==> src/rtl/pwm_ds_pkg.sv <==
package pwm_ds_pkg;

    typedef enum logic [1:0] {
        OM_OFF      = 2'd0,
        OM_TOGGLE   = 2'd1,
        OM_CLEAR_UP = 2'd2,
        OM_SET_UP   = 2'd3
    } outmode_e;

    localparam logic [1:0] SEL_PERIOD = 2'd0;
    localparam logic [1:0] SEL_CMP_A  = 2'd1;
    localparam logic [1:0] SEL_CMP_B  = 2'd2;
    localparam logic [1:0] SEL_CTRL   = 2'd3;

    typedef struct packed {
        logic       top_src;
        logic [1:0] mode_b;
        logic [1:0] mode_a;
    } ctrl_t;

    localparam int CTRL_BITS = $bits(ctrl_t);

endpackage

==> src/rtl/pwm_ds_regs.sv <==
module pwm_ds_regs
    import pwm_ds_pkg::*;
#(
    parameter int W = 16
) (
    input  logic         clk,
    input  logic         rst_n,
    input  logic         wr_en,
    input  logic [1:0]   wr_sel,
    input  logic [W-1:0] wr_data,
    input  logic         load,
    output logic [W-1:0] top,
    output logic [W-1:0] cmp_a,
    output logic [W-1:0] cmp_b,
    output ctrl_t        ctrl
);

    typedef struct packed {
        logic [W-1:0] period;
        logic [W-1:0] ca;
        logic [W-1:0] cb;
        ctrl_t        ct;
    } bank_t;

    typedef struct packed {
        bank_t shadow;
        bank_t live;
    } regs_t;

    localparam bank_t BANK_RST = '{period: {W{1'b1}}, ca: '0, cb: '0, ct: '0};

    regs_t r_d, r_q;

    always_comb begin
        r_d = r_q;
        if (wr_en) begin
            case (wr_sel)
                SEL_PERIOD: r_d.shadow.period = wr_data;
                SEL_CMP_A:  r_d.shadow.ca     = wr_data;
                SEL_CMP_B:  r_d.shadow.cb     = wr_data;
                default:    r_d.shadow.ct     = ctrl_t'(wr_data[CTRL_BITS-1:0]);
            endcase
        end
        if (load) begin
            r_d.live = r_q.shadow;
        end
    end

    always_ff @(posedge clk or negedge rst_n) begin
        if (!rst_n) begin
            r_q <= '{shadow: BANK_RST, live: BANK_RST};
        end else begin
            r_q <= r_d;
        end
    end

    assign top   = r_q.live.ct.top_src ? r_q.live.ca : r_q.live.period;
    assign cmp_a = r_q.live.ca;
    assign cmp_b = r_q.live.cb;
    assign ctrl  = r_q.live.ct;

    AST_LIVE_ONLY_AT_BOTTOM: assert property (@(posedge clk) disable iff (!rst_n)
        !load |=> $stable(r_q.live));

endmodule

==> src/rtl/pwm_ds_counter.sv <==
module pwm_ds_counter #(
    parameter int W = 16
) (
    input  logic         clk,
    input  logic         rst_n,
    input  logic         tick,
    input  logic [W-1:0] top,
    output logic [W-1:0] cnt,
    output logic         head_up,
    output logic         bottom_tick
);

    localparam logic [W-1:0] ONE = {{(W-1){1'b0}}, 1'b1};

    typedef struct packed {
        logic [W-1:0] cnt;
        logic         up;
    } cnt_t;

    cnt_t s_d, s_q;

    always_comb begin
        s_d     = s_q;
        head_up = s_q.up;
        if (tick) begin
            if (top == '0) begin
                s_d.cnt = '0;
                s_d.up  = 1'b1;
                head_up = 1'b1;
            end else if (s_q.up) begin
                if (s_q.cnt >= top) begin
                    s_d.cnt = s_q.cnt - ONE;
                    s_d.up  = 1'b0;
                    head_up = 1'b0;
                end else begin
                    s_d.cnt = s_q.cnt + ONE;
                end
            end else begin
                if (s_q.cnt == '0) begin
                    s_d.cnt = ONE;
                    s_d.up  = 1'b1;
                    head_up = 1'b1;
                end else begin
                    s_d.cnt = s_q.cnt - ONE;
                end
            end
        end
    end

    always_ff @(posedge clk or negedge rst_n) begin
        if (!rst_n) begin
            s_q <= '{cnt: '0, up: 1'b1};
        end else begin
            s_q <= s_d;
        end
    end

    assign cnt         = s_q.cnt;
    assign bottom_tick = tick && (s_q.cnt == '0);

    AST_IDLE_FREEZE: assert property (@(posedge clk) disable iff (!rst_n)
        !tick |=> $stable(s_q));

    AST_TURN_AT_TOP: assert property (@(posedge clk) disable iff (!rst_n)
        (tick && s_q.up && top != '0 && s_q.cnt == top) |=> (!s_q.up && s_q.cnt == $past(top) - ONE));

    AST_TURN_AT_BOTTOM: assert property (@(posedge clk) disable iff (!rst_n)
        (tick && !s_q.up && s_q.cnt == '0 && top != '0) |=> (s_q.up && s_q.cnt == ONE));

    AST_NO_OVERRUN: assert property (@(posedge clk) disable iff (!rst_n)
        (top != '0) |-> (s_q.cnt <= top));

endmodule

==> src/rtl/pwm_ds_wave.sv <==
module pwm_ds_wave
    import pwm_ds_pkg::*;
#(
    parameter int W    = 16,
    parameter bit IS_A = 1'b0
) (
    input  logic         clk,
    input  logic         rst_n,
    input  logic         tick,
    input  logic [W-1:0] cnt,
    input  logic [W-1:0] cmp,
    input  logic [1:0]   mode,
    input  logic         top_from_a,
    input  logic         head_up,
    output logic         wave
);

    typedef struct packed {
        logic lvl;
    } wave_t;

    wave_t    w_d, w_q;
    logic     hit;
    logic     toggle_ok;
    outmode_e m;

    assign hit       = tick && (cnt == cmp);
    assign toggle_ok = IS_A && top_from_a;
    assign m         = outmode_e'(mode);

    always_comb begin
        w_d = w_q;
        if (hit) begin
            case (m)
                OM_TOGGLE:   if (toggle_ok)  w_d.lvl = !w_q.lvl;
                OM_CLEAR_UP: if (!toggle_ok) w_d.lvl = !head_up;
                OM_SET_UP:   if (!toggle_ok) w_d.lvl = head_up;
                default:     w_d = w_q;
            endcase
        end
    end

    always_ff @(posedge clk or negedge rst_n) begin
        if (!rst_n) begin
            w_q <= '{lvl: 1'b0};
        end else begin
            w_q <= w_d;
        end
    end

    assign wave = w_q.lvl;

    AST_MODE_OFF_HOLD: assert property (@(posedge clk) disable iff (!rst_n)
        (mode == 2'd0) |=> $stable(w_q));

    AST_CHANGE_ONLY_ON_HIT: assert property (@(posedge clk) disable iff (!rst_n)
        !(tick && cnt == cmp) |=> $stable(w_q));

    AST_ZERO_CMP_STAYS_LOW: assert property (@(posedge clk) disable iff (!rst_n)
        (cmp == '0 && mode == 2'd2 && !w_q.lvl) |=> !w_q.lvl);

endmodule

==> src/rtl/pwm_dual_slope.sv <==
module pwm_dual_slope
    import pwm_ds_pkg::*;
#(
    parameter int W = 16
) (
    input  logic         clk,
    input  logic         rst_n,
    input  logic         tick,
    input  logic         wr_en,
    input  logic [1:0]   wr_sel,
    input  logic [W-1:0] wr_data,
    output logic         wave_a,
    output logic         wave_b
);

    localparam int NCH = 2;

    logic [W-1:0] top;
    logic [W-1:0] cmp_a;
    logic [W-1:0] cmp_b;
    ctrl_t        ctrl;
    logic [W-1:0] cnt;
    logic         head_up;
    logic         bottom_tick;

    logic [W-1:0] ch_cmp  [NCH];
    logic [1:0]   ch_mode [NCH];
    logic [NCH-1:0] ch_wave;

    pwm_ds_regs #(.W(W)) u_regs (
        .clk     (clk),
        .rst_n   (rst_n),
        .wr_en   (wr_en),
        .wr_sel  (wr_sel),
        .wr_data (wr_data),
        .load    (bottom_tick),
        .top     (top),
        .cmp_a   (cmp_a),
        .cmp_b   (cmp_b),
        .ctrl    (ctrl)
    );

    pwm_ds_counter #(.W(W)) u_cnt (
        .clk         (clk),
        .rst_n       (rst_n),
        .tick        (tick),
        .top         (top),
        .cnt         (cnt),
        .head_up     (head_up),
        .bottom_tick (bottom_tick)
    );

    assign ch_cmp[0]  = cmp_a;
    assign ch_cmp[1]  = cmp_b;
    assign ch_mode[0] = ctrl.mode_a;
    assign ch_mode[1] = ctrl.mode_b;

    for (genvar g = 0; g < NCH; g++) begin : g_ch
        pwm_ds_wave #(.W(W), .IS_A(g == 0)) u_wave (
            .clk        (clk),
            .rst_n      (rst_n),
            .tick       (tick),
            .cnt        (cnt),
            .cmp        (ch_cmp[g]),
            .mode       (ch_mode[g]),
            .top_from_a (ctrl.top_src),
            .head_up    (head_up),
            .wave       (ch_wave[g])
        );
    end

    assign wave_a = ch_wave[0];
    assign wave_b = ch_wave[1];

endmodule

==> config.mk <==
export PLATFORM = sky130hd
export DESIGN_NAME = pwm_dual_slope
export DESIGN_NICKNAME = d
export VERILOG_FILES = /design/src/rtl/pwm_ds_pkg.sv /design/src/rtl/pwm_ds_regs.sv /design/src/rtl/pwm_ds_counter.sv /design/src/rtl/pwm_ds_wave.sv /design/src/rtl/pwm_dual_slope.sv
export SDC_FILE = /design/constraint.sdc
export NUM_CORES = 1
export LEC_CHECK = 0
export ABC_AREA = 1
export BUFFER_PORTS_ARGS = -buffer_cell sky130_fd_sc_hd__buf_4
export CORE_AREA = 2 2 129 131
export CTS_CLUSTER_SIZE = 28
export DETAILED_ROUTE_END_ITERATION = 8
export DIE_AREA = 0 0 131 133
export PLACE_DENSITY = 0.66
export SYNTH_ARGS = -nofsm -noshare
export SYNTH_HDL_FRONTEND = slang
export SYNTH_HIERARCHICAL = 1
export SYNTH_SLANG_ARGS = --single-unit
==> constraint.sdc <==
create_clock -name clk -period 3.9 [get_ports clk]
set_input_delay 0.78 -clock clk [delete_from_list [all_inputs] [get_ports clk]]
set_output_delay 0.78 -clock clk [all_outputs]
set_load 0.02 [all_outputs]
; Yosys cells after proc, flatten, opt, wreduce, memory -nomap -nowiden
; Index checks and enable logic that the tools add are counted.
[classes]
div_mod_pow = 0
magnitude_cmp = 1
addsub = 2
shifts = 0
n_mux = 15
n_mul = 0
n_eq_ne = 12
n_reduce_logical = 17
n_bitwise = 1
[op_table]
columns = cell, n
row1 = $mux 16, 3
row2 = $mux 17, 2
row3 = $eq 16x16->1, 2
row4 = $logic_not 16->1, 2
row5 = $add 16x1->16 const B, 1
row6 = $ge 16x16->1, 1
row7 = $sub 16x1->16 const B, 1
row8 = $eq 2x2->1 const B, 5
row9 = $reduce_and 2->1, 5
row10 = $mux 1, 8
row11 = $ne 2x2->1 const B, 3
row12 = $reduce_and 5->1, 1
row13 = $eq 2x1->1 const B, 2
row14 = $logic_and 1x1->1, 3
row15 = $pmux 1 s3, 1
row16 = $reduce_bool 3->1, 1
row17 = $reduce_or 3->1, 1
row18 = $logic_not 1->1, 2
row19 = $logic_not 2->1, 1
row20 = $pmux 1 s2, 1
row21 = $reduce_bool 2->1, 1
row22 = $not 1->1, 1
[word_totals]
regBits = 125
latch_bits = 0
ramBits = 0
output_inout_bits = 2
inputBits = 22
word_cells = 64
rom_bits = 0
n_memories = 0

; Depth between registers and ports, before layout
[depth]
word_depth = 9
depth_mapped = 21
depth_no_buf = 20

; Cells and area by module
; The synthesis kept the hierarchy.
[modules_own_cells]
columns = module, cells_per_inst, seq_area_each_um2, n_inst, area_per_inst_um2
row1 = pwm_ds_regs, 533, 2692.6, 1, 4708.3
row2 = pwm_ds_counter, 365, 426.7, 1, 2356.0
row3 = pwm_ds_wave at g_ch[0].u_wave, 101, 25.0, 1, 454.2
row4 = pwm_ds_wave at g_ch[1].u_wave, 75, 25.0, 1, 361.6

; Least setup slack after synthesis
; Ideal clock, no wire load.
[synth_path]
kind = reg-to-reg
startpoint = reg u_regs.r_q, in the netlist u_regs/ctrl[4]
endpoint = reg g_ch[0].u_wave.w_q
arrival_time_ns = 2.391
setup_time_ns = 0.113
stages_incl_launch_ff = 21
path_buffers = 1
t_required_ns = 3.787
slack_ns = 1.396
path_cell_list = dfrtp_1 > clkbuf_1 > nand2_1 > o21ai_0 > inv_1 > ha_1 > nand2_1 > inv_1 > nand2_1 > nor2_1 > nor2_1 > nand2_1 > nand2_1 > nand2_2 > nand2_1 > o21a_1 > o21ai_0 > a21oi_1 > nand4_1 > nand2_1 > inv_1
[synth_via]
elab_chain_cells = 9
word_cells_on_any_way = 15
cone_classes = order compare: 1 / eq/ne: 3 / mux: 8 / reduce/logical: 3
[synth_lines]
columns = item, line_no
row1 = from (decl), pwm_ds_regs.sv:32  ; regs_t r_d, r_q;
row2 = from (signal assigned), pwm_ds_regs.sv:51  ; r_q <= '{shadow: BANK_RST, live: BANK_RST};
row3 = from (signal assigned), pwm_ds_regs.sv:53  ; r_q <= r_d;
row4 = $mux 16 (*), pwm_ds_regs.sv:57  ; assign top = r_q.live.ct.top_src ? r_q.live.ca : r_q.live.period;
row5 = named net top[5], pwm_dual_slope.sv:18  ; logic [W-1:0] top;
row6 = $ge 16x16->1, pwm_ds_counter.sv:31  ; if (s_q.cnt >= top) begin
row7 = $mux 1, pwm_ds_counter.sv:31
row8 = $mux 1, pwm_ds_counter.sv:30  ; end else if (s_q.up) begin
row9 = $mux 1 (*), pwm_ds_counter.sv:26  ; if (top == '0) begin
row10 = $mux 1 (*), pwm_ds_counter.sv:25  ; if (tick) begin
row11 = named net head_up, pwm_dual_slope.sv:23  ; logic head_up;
row12 = $logic_not 1->1, pwm_ds_wave.sv:36  ; OM_CLEAR_UP: if (!toggle_ok) w_d.lvl = !head_up;
row13 = $mux 1, pwm_ds_wave.sv:36
row14 = $pmux 1 s3 (*), pwm_ds_wave.sv:34  ; case (m)
row15 = to (signal assigned), pwm_ds_wave.sv:45  ; w_q <= '{lvl: 1'b0};
row16 = to (signal assigned), pwm_ds_wave.sv:47  ; w_q <= w_d;
row17 = to (decl), pwm_ds_wave.sv:22  ; wave_t w_d, w_q;
; The timed path passes the listed nets; every way through them passes the cells marked *. The select of a mux whose other input is x is not followed.
; A chain may end at the register's enable or synchronous reset.

; Worst setup path after layout
; Ends and elaborated chain as after synthesis.

==> summary.txt <==
Clock tree
  – Hold_buf cts: 0
  – Later-pin clock latency in the skew report: 410 ps
  – Num CTS Buffers: 17
  – Post-CTS sizing: 0
  – Worst-path clk slew: 60 ps
  – H-tree Lvls: 4
  – Clock sinks: 125
  – Clock Tree Buf Depth: 2
  – Clk root buf: clkbuf_16
  – Post-CTS setup buffer count: 0
  – CTS tree: built

Global route
  – Vias in the first global route: 5,831
  – Largest net degree at the start of global routing: 107
  – Global route overflow: 0
  – First-pass GRT wire length: 29,900 µm
  – Initial antenna violation count: 0
  – GRT Total Usage: 22.0%

Placed design
  – Routability congestion estimate: 0.831
  – Hpwl dp: 12,400 µm
  – DP Area: 7720 µm²
  – IO Port Bufs: 23

Power
  – Leakage power: 4.18 nW
  – PD cells: 657 nW/µm²
  – Peak VDD IR: 0.326 mV
  – Total power draw: 0.00550 W

Setup path
  – Crit path depth: 15
  – Reg2reg end: g_ch[0].u_wave/wave
  – R2R setup slack: 520 ps
  – Crit path DAT: 3690 ps
  – CP max stage delay: 890 ps
  – WP buf/inv: 2
  – CP Max Fanout: 34
  – Crit Path Class: reg -> reg
  – CP Capture Type: flip-flop
  – CP max-delay cell: dfrtp_1
  – Top delay family on crit path: compound AO/OA/AOI/OAI gates
  – Worst Setup SP: u_regs/ctrl[4]
  – Crit path launch type: flip-flop
  – Cells on worst reg2reg path: 15
  – FF-to-FF Start: u_regs/ctrl[4]
  – Req. time, crit path: 4210 ps
  – Worst path cell trace: nand2_1, o21ai_0, inv_1, ha_1, a21oi_1, o21ai_1, a21oi_4, nand2_2, nand2_1, o21a_1, o21ai_0, a21oi_1, nand4_1, nand2_1, inv_1
  – Crit-path most repeated cell: nand2_1

Routing
  – Pre-Repair DR Iteration Count: 5
  – Iteration-0 DRC Markers: 456
  – Via count: 6,155
  – WL/cell: 14.1 µm
  – Via/cell ratio: 4.90
  – Post-Route WL: 17,700 µm
  – DRT antenna net count: 0
  – DRC: 0

STA
  – Crit share post-route: 86.7%
  – TNS Setup: 0 ps
  – F_max: 0.296 GHz
  – Hold Vio Cnt, Final: 0
  – Clock period minus worst slack: 3380 ps
  – Slew @ Worst Pin: 880 ps
  – Skew final: 5.02 ps
  – Slew Viols, Final: 0
  – Slew margin rel.: 41.3%
  – Final Setup Violations: 0
  – Unrepaired setup endpoints after global routing: no
  – Hold slack: 463 ps

Die
  – Chip Width: 131 µm
  – Die Area: 17,400 µm²
  – Die Y: 133 µm
  – Site row count: 47
  – Core Box Area: 16,200 µm²
  – Io pins: 24
  – Initial core utilization: 48.7%

Layout
  – Area delta synth->final: 6.16%
  – Share of cells above drive strength 1: 13.5%
  – Finished Core Util: 51.7%
  – Final instance area: 8370 µm²
  – Nets: 1,068
  – ANT cells: 0
  – # fillers: 1,606
  – Commonest non-fill, non-tap cell in the layout: nand2_1
  – Most frequent cells in the layout: nand2_1 (361), inv_1 (142), dfrtp_1 (92)

Synth
  – Sequential area share after synthesis: 40.2%
  – Syn Std Cell Area: 7880 µm²
  – Post-synthesis average cell area: 7.34 µm²
  – Syn nets: 1,118
  – Total number of yosys warnings: 6
  – Cells after Synth: 1,074
  – Yosys reg bits: 125
  – Post-synthesis cell type count: 33

Outcome
  – Status: finished, final reports clean

Flow run
  – Max-cap violation count: 0

Worst hold path
  – Worst hold path type: in -> async
## routing by layer
metal	routed length [µm]	up-vias	global-route usage, %
met3	798	25	4.89
met4	336	0	6.56
met1	8630	2799	31.9
met2	7920	139	33.0
li1	-	3192	-
met5	0	-	0
## Yosys cell counts
| master | count | share of area [%] |
|---|---|---|
| ha_1 | 22 | 3.5 |
| inv_1 | 142 | 6.8 |
| nor2_2 | 11 | 0.87 |
| nand2_1 | 361 | 17 |
| nor3_1 | 5 | 0.32 |
| nand4_2 | 1 | 0.16 |
| dfrtp_1 | 92 | 29 |
| nor3_2 | 1 | 0.13 |
| a21oi_4 | 1 | 0.21 |
| buf_6 | 9 | 1.3 |
| o21ai_0 | 74 | 4.7 |
| o21ai_1 | 3 | 0.19 |
| a21boi_2 | 1 | 0.14 |
| o21bai_1 | 1 | 0.095 |
| nand3_2 | 12 | 1.5 |
| xnor2_1 | 12 | 1.3 |
| clkbuf_1 | 14 | 0.67 |
| and2_1 | 1 | 0.079 |
| dfstp_2 | 33 | 11 |
| and3b_1 | 1 | 0.11 |
| a21oi_1 | 5 | 0.32 |
| or2_1 | 1 | 0.079 |
| nor2_4 | 6 | 0.86 |
| nand2_2 | 6 | 0.48 |
| inv_2 | 4 | 0.19 |
| or2_0 | 1 | 0.079 |
| xor2_1 | 15 | 1.7 |
| buf_2 | 17 | 1.1 |
| o21a_1 | 1 | 0.095 |
| buf_4 | 60 | 5.7 |
| nor2_1 | 62 | 3.0 |
| nand3_1 | 54 | 3.4 |
| nand4_1 | 45 | 3.6 |
## worst max-delay path by stage
stage,to
2_1_floorplan,g_ch[0].u_wave/wave
3_3_place_gp,g_ch[0].u_wave/wave
3_5_place_dp,g_ch[0].u_wave/wave
4_1_cts,g_ch[0].u_wave/wave
5_1_grt,g_ch[0].u_wave/wave
6_report,g_ch[0].u_wave/wave
## final cells by class
class	count	area, µm²	area share, %
timing repair buffer	31	245	2.93
multi-input combinational	703	3480	41.6
inverter	146	548	6.55
clock inverter	12	183	2.18
tap	220	275	3.29
clock buffer	20	467	5.58
sequential	125	3170	37.9
## stage by stage
stage                     std cells  setup WS [ps]
after floorplan                1074           1400
final                          1257            518
after CTS                      1257            529
after detailed placement       1225            543
after global routing           1257           92.6
after global placement         1225            646
## report_power, final
group          leakage, nW  total [W]  switching (W)  internal [W]
Sequential            1.48    0.00202       0.000399       0.00162
Combinational         2.39    0.00177        0.00110      0.000676
Clock                0.309    0.00171       0.000584       0.00112
Total                 4.18    0.00550        0.00208       0.00342
## cell families after synthesis
group                    Yosys count  share of synthesized area (%)
AO/OA/AOI/OAI                     86                           5.75
XOR/XNOR                          27                           3.00
adder cells (fa/ha/maj)           22                           3.49
buffers and inverters            246                           15.7
flip-flops                       125                           40.2
AND/OR/NAND/NOR                  568                           31.8
## sequential cells by signal (all words and copies together) (netlist names)
register and cells:
u_regs/ctrl 5, u_cnt/cnt 16, u_cnt/s_q 1, g_ch.u_wave/wave 2, u_regs/cmp_a 16, u_regs/r_q 69, u_regs/cmp_b 16
Note: power is estimated with default switching activity, not from simulation.
